<file path="src/rtl/adc_pss_pkg.sv">
package adc_pss_pkg;

  typedef enum logic [1:0] {
    OP_CONV  = 2'd0,
    OP_SLEEP = 2'd1,
    OP_WAKE  = 2'd2,
    OP_NOP   = 2'd3
  } op_e;

  typedef enum logic [1:0] {
    FR_CONV  = 2'd0,
    FR_SLEEP = 2'd1,
    FR_WAKE  = 2'd2
  } frame_e;

  typedef enum logic [1:0] {
    ST_IDLE  = 2'd0,
    ST_FRAME = 2'd1,
    ST_GAP   = 2'd2
  } state_e;

  // Number of falling edges after which a frame of the given kind closes.
  function automatic int unsigned frame_edges(frame_e kind, int unsigned full_len,
                                               int unsigned sleep_edge);
    return (kind == FR_SLEEP) ? sleep_edge : full_len;
  endfunction

endpackage

</file>
<file path="src/rtl/adc_pss_tick.sv">
module adc_pss_tick #(
  parameter int DIV_W = 8
) (
  input  logic             clk,
  input  logic             rst_n,
  input  logic             en,
  input  logic [DIV_W-1:0] div_half,
  output logic             tick
);
  logic [DIV_W-1:0] cnt;

  assign tick = en && (cnt >= div_half);

  always_ff @(posedge clk) begin
    if (!rst_n)      cnt <= '0;
    else if (!en)    cnt <= '0;
    else if (tick)   cnt <= '0;
    else             cnt <= cnt + 1'b1;
  end
endmodule

</file>
<file path="src/rtl/adc_pss_capture.sv">
module adc_pss_capture #(
  parameter int RES_W = 14
) (
  input  logic             clk,
  input  logic             rst_n,
  input  logic             shift_en,
  input  logic             din,
  output logic [RES_W-1:0] word
);
  // Leading bits are shifted out of the top and lost.
  always_ff @(posedge clk) begin
    if (!rst_n)        word <= '0;
    else if (shift_en) word <= {word[RES_W-2:0], din};
  end
endmodule

</file>
<file path="src/rtl/adc_pwr_seq_ctrl.sv">
module adc_pwr_seq_ctrl
  import adc_pss_pkg::*;
#(
  parameter int DIV_W      = 8,
  parameter int RES_W      = 14,
  parameter int FRAME_LEN  = 16,
  parameter int SLEEP_EDGE = 4,
  parameter int GAP_HALVES = 2
) (
  input  logic             clk,
  input  logic             rst_n,
  input  logic [DIV_W-1:0] div_half,
  input  logic             auto_wake,
  input  logic             cmd_valid,
  input  logic [1:0]       cmd_op,
  output logic             cmd_ready,
  output logic             adc_cs_n,
  output logic             adc_sclk,
  input  logic             adc_sdata,
  output logic             res_valid,
  output logic [RES_W-1:0] res_data,
  output logic             powered_up
);
  localparam int CNT_W = $clog2(FRAME_LEN + 1);
  localparam int GAP_W = (GAP_HALVES > 1) ? $clog2(GAP_HALVES) : 1;

  state_e           st;
  frame_e           kind;
  logic             pend_conv;
  logic [CNT_W-1:0] falls;
  logic [GAP_W-1:0] gap_cnt;
  logic             cs_q, sclk_q, pwr_q, rv_q;
  logic [RES_W-1:0] res_q;
  logic [RES_W-1:0] cap_word;

  // Named internal events, also used by the checker.
  logic   tick, accept, last_edge, fall_evt, frame_end, gap_done;
  logic   go;
  frame_e go_kind;
  logic   go_pend;

  adc_pss_tick #(.DIV_W(DIV_W)) u_tick (
    .clk(clk), .rst_n(rst_n), .en(st != ST_IDLE), .div_half(div_half), .tick(tick)
  );

  adc_pss_capture #(.RES_W(RES_W)) u_cap (
    .clk(clk), .rst_n(rst_n), .shift_en(fall_evt), .din(adc_sdata), .word(cap_word)
  );

  assign accept    = cmd_valid && (st == ST_IDLE);
  assign last_edge = (32'(falls) == frame_edges(kind, FRAME_LEN, SLEEP_EDGE));
  assign fall_evt  = (st == ST_FRAME) && tick && sclk_q && !last_edge;
  assign frame_end = (st == ST_FRAME) && tick && sclk_q && last_edge;
  assign gap_done  = (st == ST_GAP) && tick && (gap_cnt == GAP_W'(GAP_HALVES - 1));

  always_comb begin
    go      = 1'b0;
    go_kind = FR_CONV;
    go_pend = 1'b0;
    if (accept) begin
      case (op_e'(cmd_op))
        OP_CONV: begin
          if (pwr_q) begin
            go = 1'b1;
          end else if (auto_wake) begin
            go      = 1'b1;
            go_kind = FR_WAKE;
            go_pend = 1'b1;
          end
        end
        OP_SLEEP: begin go = 1'b1; go_kind = FR_SLEEP; end
        OP_WAKE:  begin go = 1'b1; go_kind = FR_WAKE;  end
        default: ;
      endcase
    end
  end

  always_ff @(posedge clk) begin
    if (!rst_n) begin
      st        <= ST_IDLE;
      kind      <= FR_CONV;
      pend_conv <= 1'b0;
      falls     <= '0;
      gap_cnt   <= '0;
      cs_q      <= 1'b1;
      sclk_q    <= 1'b1;
      pwr_q     <= 1'b1;
      rv_q      <= 1'b0;
      res_q     <= '0;
    end else begin
      rv_q <= 1'b0;
      case (st)
        ST_IDLE: begin
          if (go) begin
            st        <= ST_FRAME;
            cs_q      <= 1'b0;
            falls     <= '0;
            kind      <= go_kind;
            pend_conv <= go_pend;
          end
        end
        ST_FRAME: begin
          if (tick) begin
            if (!sclk_q) begin
              sclk_q <= 1'b1;
            end else if (last_edge) begin
              cs_q    <= 1'b1;
              st      <= ST_GAP;
              gap_cnt <= '0;
              case (kind)
                FR_CONV:  begin rv_q <= 1'b1; res_q <= cap_word; end
                FR_SLEEP: pwr_q <= 1'b0;
                default:  pwr_q <= 1'b1;
              endcase
            end else begin
              sclk_q <= 1'b0;
              falls  <= falls + 1'b1;
            end
          end
        end
        default: begin
          if (gap_done) begin
            if (pend_conv) begin
              st        <= ST_FRAME;
              cs_q      <= 1'b0;
              falls     <= '0;
              kind      <= FR_CONV;
              pend_conv <= 1'b0;
            end else begin
              st <= ST_IDLE;
            end
          end else if (tick) begin
            gap_cnt <= gap_cnt + 1'b1;
          end
        end
      endcase
    end
  end

  assign cmd_ready  = (st == ST_IDLE);
  assign adc_cs_n   = cs_q;
  assign adc_sclk   = sclk_q;
  assign res_valid  = rv_q;
  assign res_data   = res_q;
  assign powered_up = pwr_q;
endmodule

</file>
<file path="config.mk">
export PLATFORM = sky130hd
export DESIGN_NAME = adc_pwr_seq_ctrl
export DESIGN_NICKNAME = d
export VERILOG_FILES = /design/src/rtl/adc_pss_pkg.sv /design/src/rtl/adc_pss_tick.sv /design/src/rtl/adc_pss_capture.sv /design/src/rtl/adc_pwr_seq_ctrl.sv
export SDC_FILE = /design/constraint.sdc
export NUM_CORES = 1
export LEC_CHECK = 0
export BUFFER_PORTS_ARGS = -buffer_cell sky130_fd_sc_hd__buf_2
export CORE_MARGIN = 2
export CORE_UTILIZATION = 51
export CTS_CLUSTER_DIAMETER = 80
export DETAILED_ROUTE_END_ITERATION = 12
export GPL_TIMING_DRIVEN = 0
export PLACE_DENSITY = 0.8
export RECOVER_POWER = 100
export REMOVE_ABC_BUFFERS = 1
export SYNTH_ARGS = -nofsm -noshare
export SYNTH_HDL_FRONTEND = slang
export SYNTH_SLANG_ARGS = --single-unit
</file>
<file path="constraint.sdc">
create_clock -name clk -period 1.95 [get_ports clk]
set_input_delay 0.195 -clock clk [delete_from_list [all_inputs] [get_ports clk]]
set_output_delay 0.195 -clock clk [all_outputs]
set_load 0.1 [all_outputs]
</file>
* Word level (Yosys, flattened, before mapping)
Index checks and enable logic that the tools add are counted.
** Storage, ports and cells
- Bits in registers :: 51
- Input bits :: 15
- Output and inout bits :: 19
- Word-level logic and storage cells :: 111
** Operators by class
- Add/sub/neg operators :: 3
- Magnitude comparators :: 1
- Equal/unequal tests :: 12
- Muxes and demuxes :: 50
- Bitwise operators :: 5
- Reduce and logical (&&, ||, !) cells :: 28
** Operators by type and width (count)
- $mux 5 :: 7
- $reduce_and 5->1 :: 5
- $mux 1 :: 23
- $mux 2 :: 11
- $reduce_and 6->1 :: 2
- $pmux 1 s2 :: 5
- $pmux 5 s2 :: 1
- $add 8x1->8 const B :: 1
- $ge 8x8->1 :: 1
- $ne 2x2->1 const B :: 4
- $pmux 2 s2 :: 2
- $logic_and 1x1->1 :: 7
- $eq 2x1->1 const B :: 3
- $logic_not 2->1 :: 3
- $pmux 2 s3 :: 1
- $reduce_bool 2->1 :: 3
- $reduce_bool 3->1 :: 2
- $add 5x1->5 const B :: 1
- $eq 5x5->1 :: 1
- $not 1->1 :: 5
- $eq 2x2->1 const B :: 2
- $ne 2x1->1 const B :: 2
- $reduce_and 4->1 :: 1
- $reduce_and 3->1 :: 1
- 5 further kinds :: 5

* Longest topological paths before layout
Gate-level depths: netlist (run 1).
- Depth in word-level cells :: 7
- Mapped depth :: 9
- Depth with buffers taken out :: 7

* Modules after synthesis
A second synthesis (run 1) with hierarchy kept.
** Second synthesis, totals
- Cell total of the unflattened synthesis :: 256
- Area, all modules :: 2426.1 um^2
** By module, submodules not included
- adc_pwr_seq_ctrl :: times used 1, cells each 150, area each 1376.3 um^2, sequential area each 580.6 um^2
- adc_pss_capture :: times used 1, cells each 45, area each 543.0 um^2, sequential area each 280.3 um^2
- adc_pss_tick :: times used 1, cells each 61, area each 506.7 um^2, sequential area each 160.2 um^2

* Least setup slack after synthesis (run 1)
OpenSTA, ideal clock, no wires.
- Path kind :: reg-to-reg
- Start point :: register st[0]
- End point :: register falls[0]
- Arrival :: 2.440 ns
- Slack :: -0.581 ns
- Cell stages (with the launch flop) :: 5
- Cell sequence :: dfxtp_1 -> nor2_1 -> a22o_1 -> a21oi_1 -> a311oi_1
** RTL lines
- start: declaration :: RTL line adc_pwr_seq_ctrl.sv:27 : state_e st;
- start signal: assignment :: RTL line adc_pwr_seq_ctrl.sv:80 : st <= ST_IDLE;
- start signal: assignment :: RTL line adc_pwr_seq_ctrl.sv:95 : st <= ST_FRAME;
- start signal: assignment :: RTL line adc_pwr_seq_ctrl.sv:108 : st <= ST_GAP;
- $logic_not 2->1 *
- net cmd_ready :: RTL line adc_pwr_seq_ctrl.sv:16 : output logic cmd_ready,
- $logic_and 1x1->1 :: RTL line adc_pwr_seq_ctrl.sv:50 : assign accept = cmd_valid && (st == ST_IDLE);
- $mux 1 :: RTL line adc_pwr_seq_ctrl.sv:60 : if (accept) begin
- $ne 2x1->1 (no source line)
- $reduce_and 6->1 (no source line)
- end signal: assignment :: RTL line adc_pwr_seq_ctrl.sv:117 : falls <= falls + 1'b1;
- end: declaration :: RTL line adc_pwr_seq_ctrl.sv:30 : logic [CNT_W-1:0] falls;
The timed path passes the listed nets; every way through them passes the cells marked *.
A chain may end at the register's enable or synchronous reset.

* Worst setup path in the final report (run 1)
- Start point :: register u_tick.cnt[0]
- End point :: register u_cap.word[8]
** On the way
- Cells in the longest elaborated chain, start to end :: 5
** RTL lines
- start: declaration :: RTL line adc_pss_tick.sv:10 : logic [DIV_W-1:0] cnt;
- start signal: assignment :: RTL line adc_pss_tick.sv:18 : else cnt <= cnt + 1'b1;
- $ge 8x8->1 :: RTL line adc_pss_tick.sv:12 : assign tick = en && (cnt >= div_half);
- $logic_and 1x1->1 :: RTL line adc_pss_tick.sv:12
- $logic_and 1x1->1 (2 in a row)
- $logic_and 1x1->1 :: RTL line adc_pwr_seq_ctrl.sv:52 : assign fall_evt = (st == ST_FRAME) && tick && sclk_q && !last_edge;
- end signal: assignment :: RTL line adc_pss_capture.sv:13 : else if (shift_en) word <= {word[RES_W-2:0], din};
- end: declaration :: RTL line adc_pss_capture.sv:8 : output logic [RES_W-1:0] word
No other way between the ends.

==> impl_metrics.yaml, run 1 <==
power:
  power.density_nw_per_um2: 649
  p_leak_nw: 1.24
  peakVddDrop_mv: 0.336
  total_power_mw: 2.12
worst_setup_path:
  arrival_ns: 2.44
  crit_path_frequent_cell: "buf_6"
  crit_chain: "inv_2 > ha_4 > nand2b_4 > a2111o_1 > buf_6 > a21oi_4 > buf_6 > o21ai_1 > a21oi_1"
  start_kind: "flip-flop"
  cpPeakStageDelay_ns: 0.44
  crit_family: "compound AO/OA/AOI/OAI gates"
  worstSetupPathType: "reg2reg"
  path_max_fanout: 6
  crit_start: "u_tick.cnt[0]$_SDFF_PP0_"
  crit_slowest_cell: "a2111o_1"
  cp_num_buf_inv: 3
  r2r_start: "u_tick.cnt[0]$_SDFF_PP0_"
  cp.required_ns: 2.17
  end_kind: "flip-flop"
sta:
  fin_tns_setup_ns: -6.91
  finalCriticalPeriod_ns: 2.22
  slew_violations: 0
  fin_worst_skew_ns: 0.0130
  max_freq_mhz: 450
  slew_headroom: 0.136
  hold_viol_final: 0
  tightest_slew_ns: 1.29
  fin_crit_sh: 1.14
  rsz0062_at_grt: "yes"
  setup_viol: 50
  layout_setup_ws_ns: -0.271
synth:
  synth_common_cells: "51 x dfxtp_1, 36 x a21oi_1, 34 x nand3_1, 34 x o21ai_0, 17 x inv_1"
  syn_area_um2: 2460
  synth_top_area_frac: 0.414
  synth-edff-count: 0
  ys_types: 42
  yosysTopAreaCell: "dfxtp_1"
  synth_most_common_cell: "dfxtp_1"
  syn_inst: 294
  yosysSeqAreaShare: 0.414
  synth_flop_cell: "dfxtp_1"
  avgSynthCellArea_um2: 8.38
  yosys-top-cells-area: "dfxtp_1 41%, a21oi_1 7.3%, ha_1 7.1%, nand3_1 6.9%, o21ai_0 6.9%"
  synthArstFlopShare: 0
  yosys_warnings: 0
  ys_ff_latch: 51
clock_network:
  cts_num_sinks: 51
  clockBufferDepth: 2
  numCtsBuffers: 5
  clkSlewWorstSetupHoldPaths_ns: 0.10
  cts_tree: "built"
  worstSkewPairLatency_ns: 0.32
  h-tree-depth: 2
  cts-root-buf: "clkbuf_8"
  hold_buffers: 0
cells_and_area:
  nFillCells: 337
  layout-drive-gt1-share: 0.322
  area_growth_pct: 32.5
  fin_area_um2: 3270
  n_antenna_cell: 0
  final_nets: 373
global_route:
  grt-ovfl-total: 0
  first_global_vias: 2196
  antenna_found_initial: 0
  track_usage: 0.244
  grt_pass1_wl_um: 10200
  grt_max_degree: 41
floorplanning:
  core_area_um2: 4690
  top_level_ports: 34
  die_w_um: 73.5
  fp.dieH_um: 73.5
  start_util: 0.525
  rows: 25
  dieArea_um2: 5410
detailed_routing:
  dr.pass1.iters: 5
  drtIter0Drc: 431
  antenna_left: 0
  wl_um: 7620
  vias: 2622
  drc: 0
  wl_per_cell_um: 19.1
  post_drt_via_cell_ratio: 6.57
placed_design:
  hpwlAfterDp_um: 3300
  place.gp.congestion: 0.791
  io_buffers: 33
  placed_area_um2: 2610
worst_hold_path:
  worstHoldStart: "adc_sdata"
  hold_class: "in2reg"
status:
  status: "finished with violations"
  violations: "setup timing"
job:
  drv_cap: 0
## metrics by stage
| step | worst slack, ns | utilization | std cells | hold slack [ns] |
|---|---|---|---|---|
| 4_1_cts | -0.124 | 0.637 | 386 | 0.134 |
| 5_1_grt | -0.328 | 0.696 | 399 | 0.143 |
| 3_3_place_gp | -0.835 | 0.557 | 362 | 0.444 |
| 6_report | -0.271 | 0.696 | 399 | 0.130 |
| 2_1_floorplan | -0.655 | - | 275 | 0.275 |
| 3_5_place_dp | -0.862 | 0.557 | 362 | 0.447 |
## cell usage in the layout, fill, tap and decap left out, drive strengths merged, types with 2 or more instances in the layout
cell,Yosys,layout
dfxtp,51,51
a21oi,38,39
o21ai,38,38
buf,8,38
nand3,34,34
clkbuf,11,25
inv,17,18
ha,14,14
nand2,11,11
nor2,11,11
nand4,6,6
a21o,2,6
and3,6,6
mux2i,4,4
nand2b,4,4
a211oi,4,4
nor2b,3,3
xor2,3,3
xnor2,3,3
a31oi,3,3
nor3,3,3
o21a,2,2
or3,2,2
o22ai,2,2
a311oi,2,2
## where the power goes
part | switching [mW] | leakage, nW | internal, mW
registers | 0.00930 | 0.414 | 1.05
clock network | 0.379 | 0.0618 | 0.423
logic | 0.173 | 0.764 | 0.0898
## repair_timing
| item | 4_1_cts | 5_1_grt |
|---|---|---|
| setup buffers | 13 | 12 |
| gates resized for setup | 37 | 48 |
| cloned | 3 | 2 |
| pin swaps | 33 | 17 |
| setup endpoints to repair | 49 | 49 |
## path summary, 6_finish.rpt
kind	endpoint	slack, ns	depth (start not counted)
max reg2reg	u_cap.word[8]$_SDFFE_PN0P_	-0.27	9
max	u_cap.word[8]$_SDFFE_PN0P_	-0.27	9
min reg2reg	adc_cs_n$_SDFFE_PN1P_	0.48	1
min	u_cap.word[0]$_SDFFE_PN0P_	0.13	3
## state kept, by name, indices dropped and copies added (netlist names)
register    flops
adc_cs_n        1
adc_sclk        1
falls           5
gap_cnt         1
kind            2
pend_conv       1
powered_up      1
res_data       14
res_valid       1
st              2
u_cap.word     14
u_tick.cnt      8
## worst min-delay path, delay by kind of cell
| kind | cells | cell delay [ns] |
|---|---|---|
| compound gates | 1 | 0.06 |
| buf+inv | 1 | 0.10 |
| simple gates | 1 | 0.05 |
## logic make-up after synthesis
family          Yosys count  share of synthesized area
flops                    51                      0.414
compound gates           99                      0.235
buf+inv                  36                     0.0599
fa+ha+maj                14                     0.0711
xor+xnor                  6                     0.0213
simple gates             84                      0.182
mux                       4                     0.0162
## routing by layer
| metal | wire length, um | up-vias | part of all wire | global-route usage |
|---|---|---|---|---|
| met5 | 0 | - | 0 | 0 |
| met3 | 664 | 41 | 0.087 | 0.0494 |
| met1 | 2960 | 1244 | 0.39 | 0.305 |
| li1 | - | 1170 | - | - |
| met4 | 323 | 0 | 0.042 | 0.109 |
| met2 | 3680 | 167 | 0.48 | 0.405 |
## cell type report
cell class	instances	area [um^2]	area share
multi-input combinational	212	1590	0.485
sequential	51	1030	0.315
timing repair buffer	57	399	0.122
clock buffer	6	82.6	0.0253
tap	54	67.6	0.0207
inverter	17	63.8	0.0195
clock inverter	2	38.8	0.0119
Note: power is estimated with default switching activity, not from simulation.
==> run 2: changes to the inputs <==
Settings changed: ABC_AREA set to 1, CAP_MARGIN set to 10, CORE_UTILIZATION 51 to 52, PLACE_DENSITY 0.8 to 0.81.
==> run 2 against run 1 <==
Compared with the run above:
- critical endpoint is now res_data[7]$_SDFFE_PN0P_
- critical path depth is 1 higher
- die area is 4.2% higher
- largest cell class unchanged
- the flow now finishes without violations
- sequential power is 12% higher
==> impl_metrics.yaml, run 2 <==
worst_setup_path:
  worstSetupPathType: "reg2reg"
  crit_chain: "ha_1 > nand2_2 > nor2_4 > nand4_2 > nand3_4 > nand2_4 > inv_8 > buf_4 > nand4_1 > a21oi_1"
  end_kind: "flip-flop"
  start_kind: "flip-flop"
  cpPeakStageDelay_ns: 0.33
  cp.required_ns: 2.18
  path_max_fanout: 9
  arrival_ns: 2.10
  crit_slowest_cell: "dfxtp_1"
synth:
  yosys_warnings: 0
  synth_most_common_cell: "nand2_1"
  avgSynthCellArea_um2: 7.59
  yosys-top-cells-area: "dfxtp_1 39%, nand2_1 8.7%, nor2_1 7.3%, ha_1 6.7%, nand4_1 5.7%"
  yosys.area_share.simple: 0.346
  synth_top_area_frac: 0.389
  synthXorXnorAreaFrac: 0.0100
  synth_top_family_by_area: "simple AND/OR/NAND/NOR gates"
  ys_ff_latch: 51
  synth-edff-count: 0
  synthMuxAreaShare: 0
  yosysTopAreaCell: "dfxtp_1"
  synth_flop_cell: "dfxtp_1"
  yosysSeqAreaShare: 0.389
  synth_compound_gate_area_share: 0.0977
  ys_types: 33
  synth_common_cells: "61 x nand2_1, 51 x dfxtp_1, 51 x nor2_1"
  synthArstFlopShare: 0
  syn_inst: 346
  yosys.area_share.adder: 0.0667
  syn_area_um2: 2630
placed_design:
  place.gp.congestion: 0.854
  hpwlAfterDp_um: 3800
  placed_cells: 436
  io_buffers: 33
  placed_area_um2: 2800
cells_and_area:
  final_common_cell: "nand2_1"
  layout-drive-gt1-share: 0.205
  area_growth_pct: 13.9
  finalCoreUtilization: 0.625
  finalNonFillerCells: 448
  n_antenna_cell: 0
  layout_common_cells: "59 x nand2_1, 49 x nor2_1, 48 x dfxtp_1, 36 x inv_1, 25 x a21oi_1"
  final_nets: 409
  fin_area_um2: 2990
clock_network:
  cts_tree: "built"
  worstSkewPairLatency_ns: 0.31
  numCtsBuffers: 5
  cts-root-buf: "clkbuf_8"
  h-tree-depth: 2
  clkSlewWorstSetupHoldPaths_ns: 0.09
  clockBufferDepth: 2
  cts_num_sinks: 51
floorplanning:
  start_util: 0.549
  dieArea_um2: 5630
  fp.dieH_um: 75.1
  core_area_um2: 4790
  die_w_um: 75.1
  top_level_ports: 34
  rows: 25
power:
  power.density_nw_per_um2: 982
  p_leak_nw: 1.33
  peakVddDrop_mv: 0.582
worst_hold_path:
  hold_class: "in2reg"
sta:
  tightest_slew_ns: 1.16
  max_freq_mhz: 534
  fin_crit_sh: 0.960
  fin_tns_setup_ns: 0
  hold_viol_final: 0
  slew_headroom: 0.230
  setup_viol: 0
  whs_ns: 0.133
  slew_violations: 0
  rsz0062_at_grt: "yes"
  fin_worst_skew_ns: 0.00345
  finalCriticalPeriod_ns: 1.87
detailed_routing:
  drtIter0Drc: 125
  wl_um: 5660
  vias: 2353
  dr.pass1.iters: 4
  antenna_left: 0
  drc: 0
  wl_per_cell_um: 12.6
  post_drt_via_cell_ratio: 5.25
global_route:
  track_usage: 0.203
  first_global_vias: 2115
  antenna_found_initial: 0
  grt_max_degree: 27
  grt_pass1_wl_um: 8960
  grt-ovfl-total: 0
status:
  status: "finished clean"
job:
  drv_cap: 0
-- run 2: cell types whose count changed after synthesis, sizes merged, moves of 12 or more --
cell   before  now
nand4       6   25
o21ai      38   20
nand2      11   73
nor2       11   57
a21oi      38   26
inv        17   42
nand3      34   16
-- run 2: logic make-up after synthesis --
| family | count (synthesis) |
|---|---|
| flops | 51 |
| compound gates | 48 |
| fa+ha+maj | 14 |
| xor+xnor | 3 |
| simple gates | 177 |
| buf+inv | 53 |
-- run 2: worst max-delay path: cells and delay by family (launching register included) --
| family | cells | cell delay (ns) |
|---|---|---|
| buffers and inverters | 2 | 0.24 |
| flip-flops | 1 | 0.33 |
| AO/OA/AOI/OAI | 1 | 0.18 |
| AND/OR/NAND/NOR | 6 | 0.74 |
| adder cells (fa/ha/maj) | 1 | 0.31 |
-- run 2: worst paths after layout --
kind / start / endpoint / slack (ns) / cells past startpoint
setup / recovery: u_tick.cnt[7]$_SDFF_PP0_ / res_data[7]$_SDFFE_PN0P_ / 0.08 / 10
hold / removal: adc_sdata / u_cap.word[0]$_SDFFE_PN0P_ / 0.13 / 3
setup reg to reg: u_tick.cnt[7]$_SDFF_PP0_ / res_data[7]$_SDFFE_PN0P_ / 0.08 / 10
hold reg to reg: res_data[10]$_SDFFE_PN0P_ / res_data[10]$_SDFFE_PN0P_ / 0.47 / 2
-- run 2: final cells by class --
cell class / count / area [um^2]
Clock buffer: 6 / 82.6
Sequential cell: 51 / 1020
Timing Repair inverter: 1 / 6.26
Tap cell: 67 / 83.8
Inverter: 43 / 169
Clock inverter: 2 / 35.0
Multi-Input combinational cell: 243 / 1410
Timing Repair Buffer: 35 / 175
Fill cell: 426 / 1800
-- run 2: stage by stage --
stage          power, mW  setup slack [ns]
2_1_floorplan       1.97           -0.0507
3_3_place_gp        2.13            0.0628
3_5_place_dp        2.15           0.00427
4_1_cts             2.92            0.0180
5_1_grt             3.11           -0.0137
6_report            2.94            0.0773
-- run 2: metal layers --
layer  vias to the layer above  GRT usage  routed length, um
li1                       1201          -                  -
met5                         -          0                  0
met3                         9     0.0375                211
met4                         0     0.0833                104
met1                      1088      0.244               2480
met2                        55      0.357               2870
-- run 2: where the power goes --
part           internal, mW  total [mW]  leakage [nW]  switching (mW)
Clock                 0.415       0.770        0.0612           0.354
Combinational         0.274       0.981         0.855           0.707
Sequential             1.11        1.19         0.414          0.0726
-- run 2: repair_timing --
item	in CTS	in global routing
setup buffers	0	2
cloned	0	2
hold buffers	0	0
pin swaps	0	0
endpoints found under the setup margin	6	28
resized for setup	1	14
==> run 3: changes to the inputs <==
Settings changed: ABC_AREA 1 to not set, CORE_UTILIZATION 52 to 51, PLACE_DENSITY 0.81 to 0.8, SYNTH_HIERARCHICAL set to 1.
==> run 3 against run 2 <==
Compared with the run above:
- the run now ends with setup timing left
- clock skew is 0.0017 ns higher
- critical path depth is 2 higher
- cell count is 18% lower
- register-to-register slack worse by 0.54 ns
- setup slack worse by 0.54 ns
- wire length is 2.2% lower
- die area is 5.5% lower
- total power is 18% lower
- synthesized cell count is 26% lower
- sequential share of layout area is 1.7 points lower
- hold slack better by 0.0083 ns
- highest routed layer unchanged
==> impl_metrics.yaml, run 3 <==
detailed_routing:
  wl_um: 5540
  post_drt_via_cell_ratio: 5.53
  drc: 0
  antenna_left: 0
  dr.pass1.iters: 4
  vias: 2031
  drtIter0Drc: 107
  wl_per_cell_um: 15.1
global_route:
  grt-ovfl-total: 0
  track_usage: 0.215
  grt_pass1_wl_um: 8760
  grt_max_degree: 27
  antenna_found_initial: 0
  first_global_vias: 1953
cells_and_area:
  seq_area_um2: 1030
  finalNonFillerCells: 367
  multi_input_area_um2: 1460
  layout_common_cells: "43 x dfxtp_1, 29 x nor2_1, 26 x mux2i_1, 18 x nor2b_1, 17 x inv_1"
  final_nets: 341
  area_growth_pct: 30.6
  nFillCells: 319
  layout-drive-gt1-share: 0.313
  final_common_cell: "dfxtp_1"
  n_antenna_cell: 0
  finalCoreUtilization: 0.680
worst_setup_path:
  r2r_start: "u_tick/cnt[5]$_SDFF_PP0_"
  worstSetupPathType: "reg2reg"
  path_max_fanout: 8
  end_kind: "flip-flop"
  arrival_ns: 2.58
  r2r_slack_ns: -0.46
  r2r-end: "res_data[7]$_SDFFE_PN0P_"
  cp.required_ns: 2.12
  start_kind: "flip-flop"
  reg2reg_depth: 12
sta:
  slew_violations: 0
  fin_tns_setup_ns: -13.54
  hold_viol_final: 0
  finalCriticalPeriod_ns: 2.41
  setup_viol: 43
  slew_headroom: 0.228
  layout_setup_ws_ns: -0.461
  rsz0062_at_grt: "yes"
  fin_crit_sh: 1.24
  tightest_slew_ns: 1.16
  fin_worst_skew_ns: 0.00513
  max_freq_mhz: 415
  whs_ns: 0.141
worst_hold_path:
  whs_endpoint: "u_cap/word[0]$_SDFFE_PN0P_"
  worstHoldStart: "adc_sdata"
  hold_class: "in2reg"
  whs_path_depth: 3
clock_network:
  cts_num_sinks: 51
  clockBufferDepth: 2
  clkSlewWorstSetupHoldPaths_ns: 0.09
  worstSkewPairLatency_ns: 0.31
  hold_buffers: 0
  h-tree-depth: 2
  cts_tree: "built"
  numCtsBuffers: 5
  cts-root-buf: "clkbuf_8"
placed_design:
  placed_cells: 335
  place.gp.congestion: 0.786
  hpwlAfterDp_um: 3130
  io_buffers: 33
synth:
  ys_types: 45
  synth_most_common_cell: "dfxtp_1"
  yosysTopAreaCell: "dfxtp_1"
  avgSynthCellArea_um2: 9.48
  synth_common_cells: "51 x dfxtp_1, 30 x mux2i_1, 30 x nor2_1"
  syn_inst: 256
  synth_flop_cell: "dfxtp_1"
  synth_top_area_frac: 0.421
  yosys_warnings: 6
  synth-edff-count: 0
  yosysSeqAreaShare: 0.421
  ys_ff_latch: 51
  synthArstFlopShare: 0
  syn_area_um2: 2430
  yosys-top-cells-area: "dfxtp_1 42%, mux2i_1 12%, ha_1 7.2%, nor2b_1 4.9%, nor2_1 4.6%"
floorplanning:
  rows: 25
  start_util: 0.521
  die_w_um: 73.0
  top_level_ports: 34
  dieArea_um2: 5320
  fp.dieH_um: 73.0
  core_area_um2: 4660
power:
  power.density_nw_per_um2: 761
  total_power_mw: 2.41
  peakVddDrop_mv: 0.388
  p_leak_nw: 1.31
job:
  drv_cap: 0
status:
  violations: "setup timing"
  status: "finished with violations"
[run 3: worst max path at each step]
stage | startpoint | endpoint | slack [ns] | cells after the start
global route | u_tick/cnt[5]$_SDFF_PP0_ | res_data[12]$_SDFFE_PN0P_ | -0.56 | 12
floorplan | st[1]$_SDFFE_PN0P_ | falls[3]$_SDFFE_PN0P_ | -1.45 | 7
finish | u_tick/cnt[5]$_SDFF_PP0_ | res_data[7]$_SDFFE_PN0P_ | -0.46 | 12
CTS | u_tick/cnt[5]$_SDFF_PP0_ | res_data[7]$_SDFFE_PN0P_ | -0.32 | 12
global placement | u_tick/cnt[5]$_SDFF_PP0_ | falls[3]$_SDFFE_PN0P_ | -1.83 | 9
detailed placement | u_tick/cnt[7]$_SDFF_PP0_ | falls[3]$_SDFFE_PN0P_ | -0.93 | 10
[run 3: critical path, cell delays in order (launching register included)]
cell and delay [ns]:
dfxtp_2 0.35, ha_4 0.26, o211ai_1 0.13, nor2_4 0.14
a21oi_2 0.08, nor2b_2 0.14, nand4b_1 0.14, buf_6 0.16
nor3b_4 0.26, nand3_4 0.16, buf_12 0.20, mux2i_1 0.18
nor2_1 0.06
[run 3: routing by layer]
layer | global-route usage | wire [um] | vias up
met2 | 0.369 | 2870 | 59
met3 | 0.0566 | 229 | 16
met5 | 0 | 0 | -
met1 | 0.251 | 2270 | 950
met4 | 0.0967 | 163 | 0
li1 | - | - | 1006
[run 3: area by class of cell]
cell class,instances,share of cell area
timing repair buffer,58,0.133
sequential,51,0.326
multi-input combinational,179,0.461
tap,54,0.0213
clock inverter,2,0.0122
inverter,17,0.0201
clock buffer,6,0.0261
[run 3: cells by family after synthesis]
group	after synthesis	synth area share
AOI/OAI and AO/OA	40	0.116
buffers and inverters	26	0.0562
and+or+nand+nor	89	0.189
muxes	30	0.124
DFF	51	0.421
adders and majority gates	14	0.0722
xor gates and xnor gates	6	0.0217
[run 3: metrics by stage]
| stage | worst slack (ns) | instance area [um^2] |
|---|---|---|
| after floorplan | -1.45 | 2350 |
| after global placement | -1.83 | 2590 |
| after detailed placement | -0.934 | 2610 |
| after CTS | -0.325 | 3030 |
| after global routing | -0.562 | 3170 |
| final | -0.461 | 3170 |
[run 3: power breakdown]
part / internal [mW] / switching, mW
Sequential: 1.07 / 0.0422
Combinational: 0.178 / 0.340
Clock: 0.422 / 0.362
Total: 1.67 / 0.745
[run 3: timing repair]
| action | CTS | global route |
|---|---|---|
| pin swaps | 14 | 9 |
| endpoints found under the setup margin | 43 | 43 |
| gates resized for setup | 31 | 19 |
| cloned | 1 | 0 |
| setup buffers | 18 | 5 |
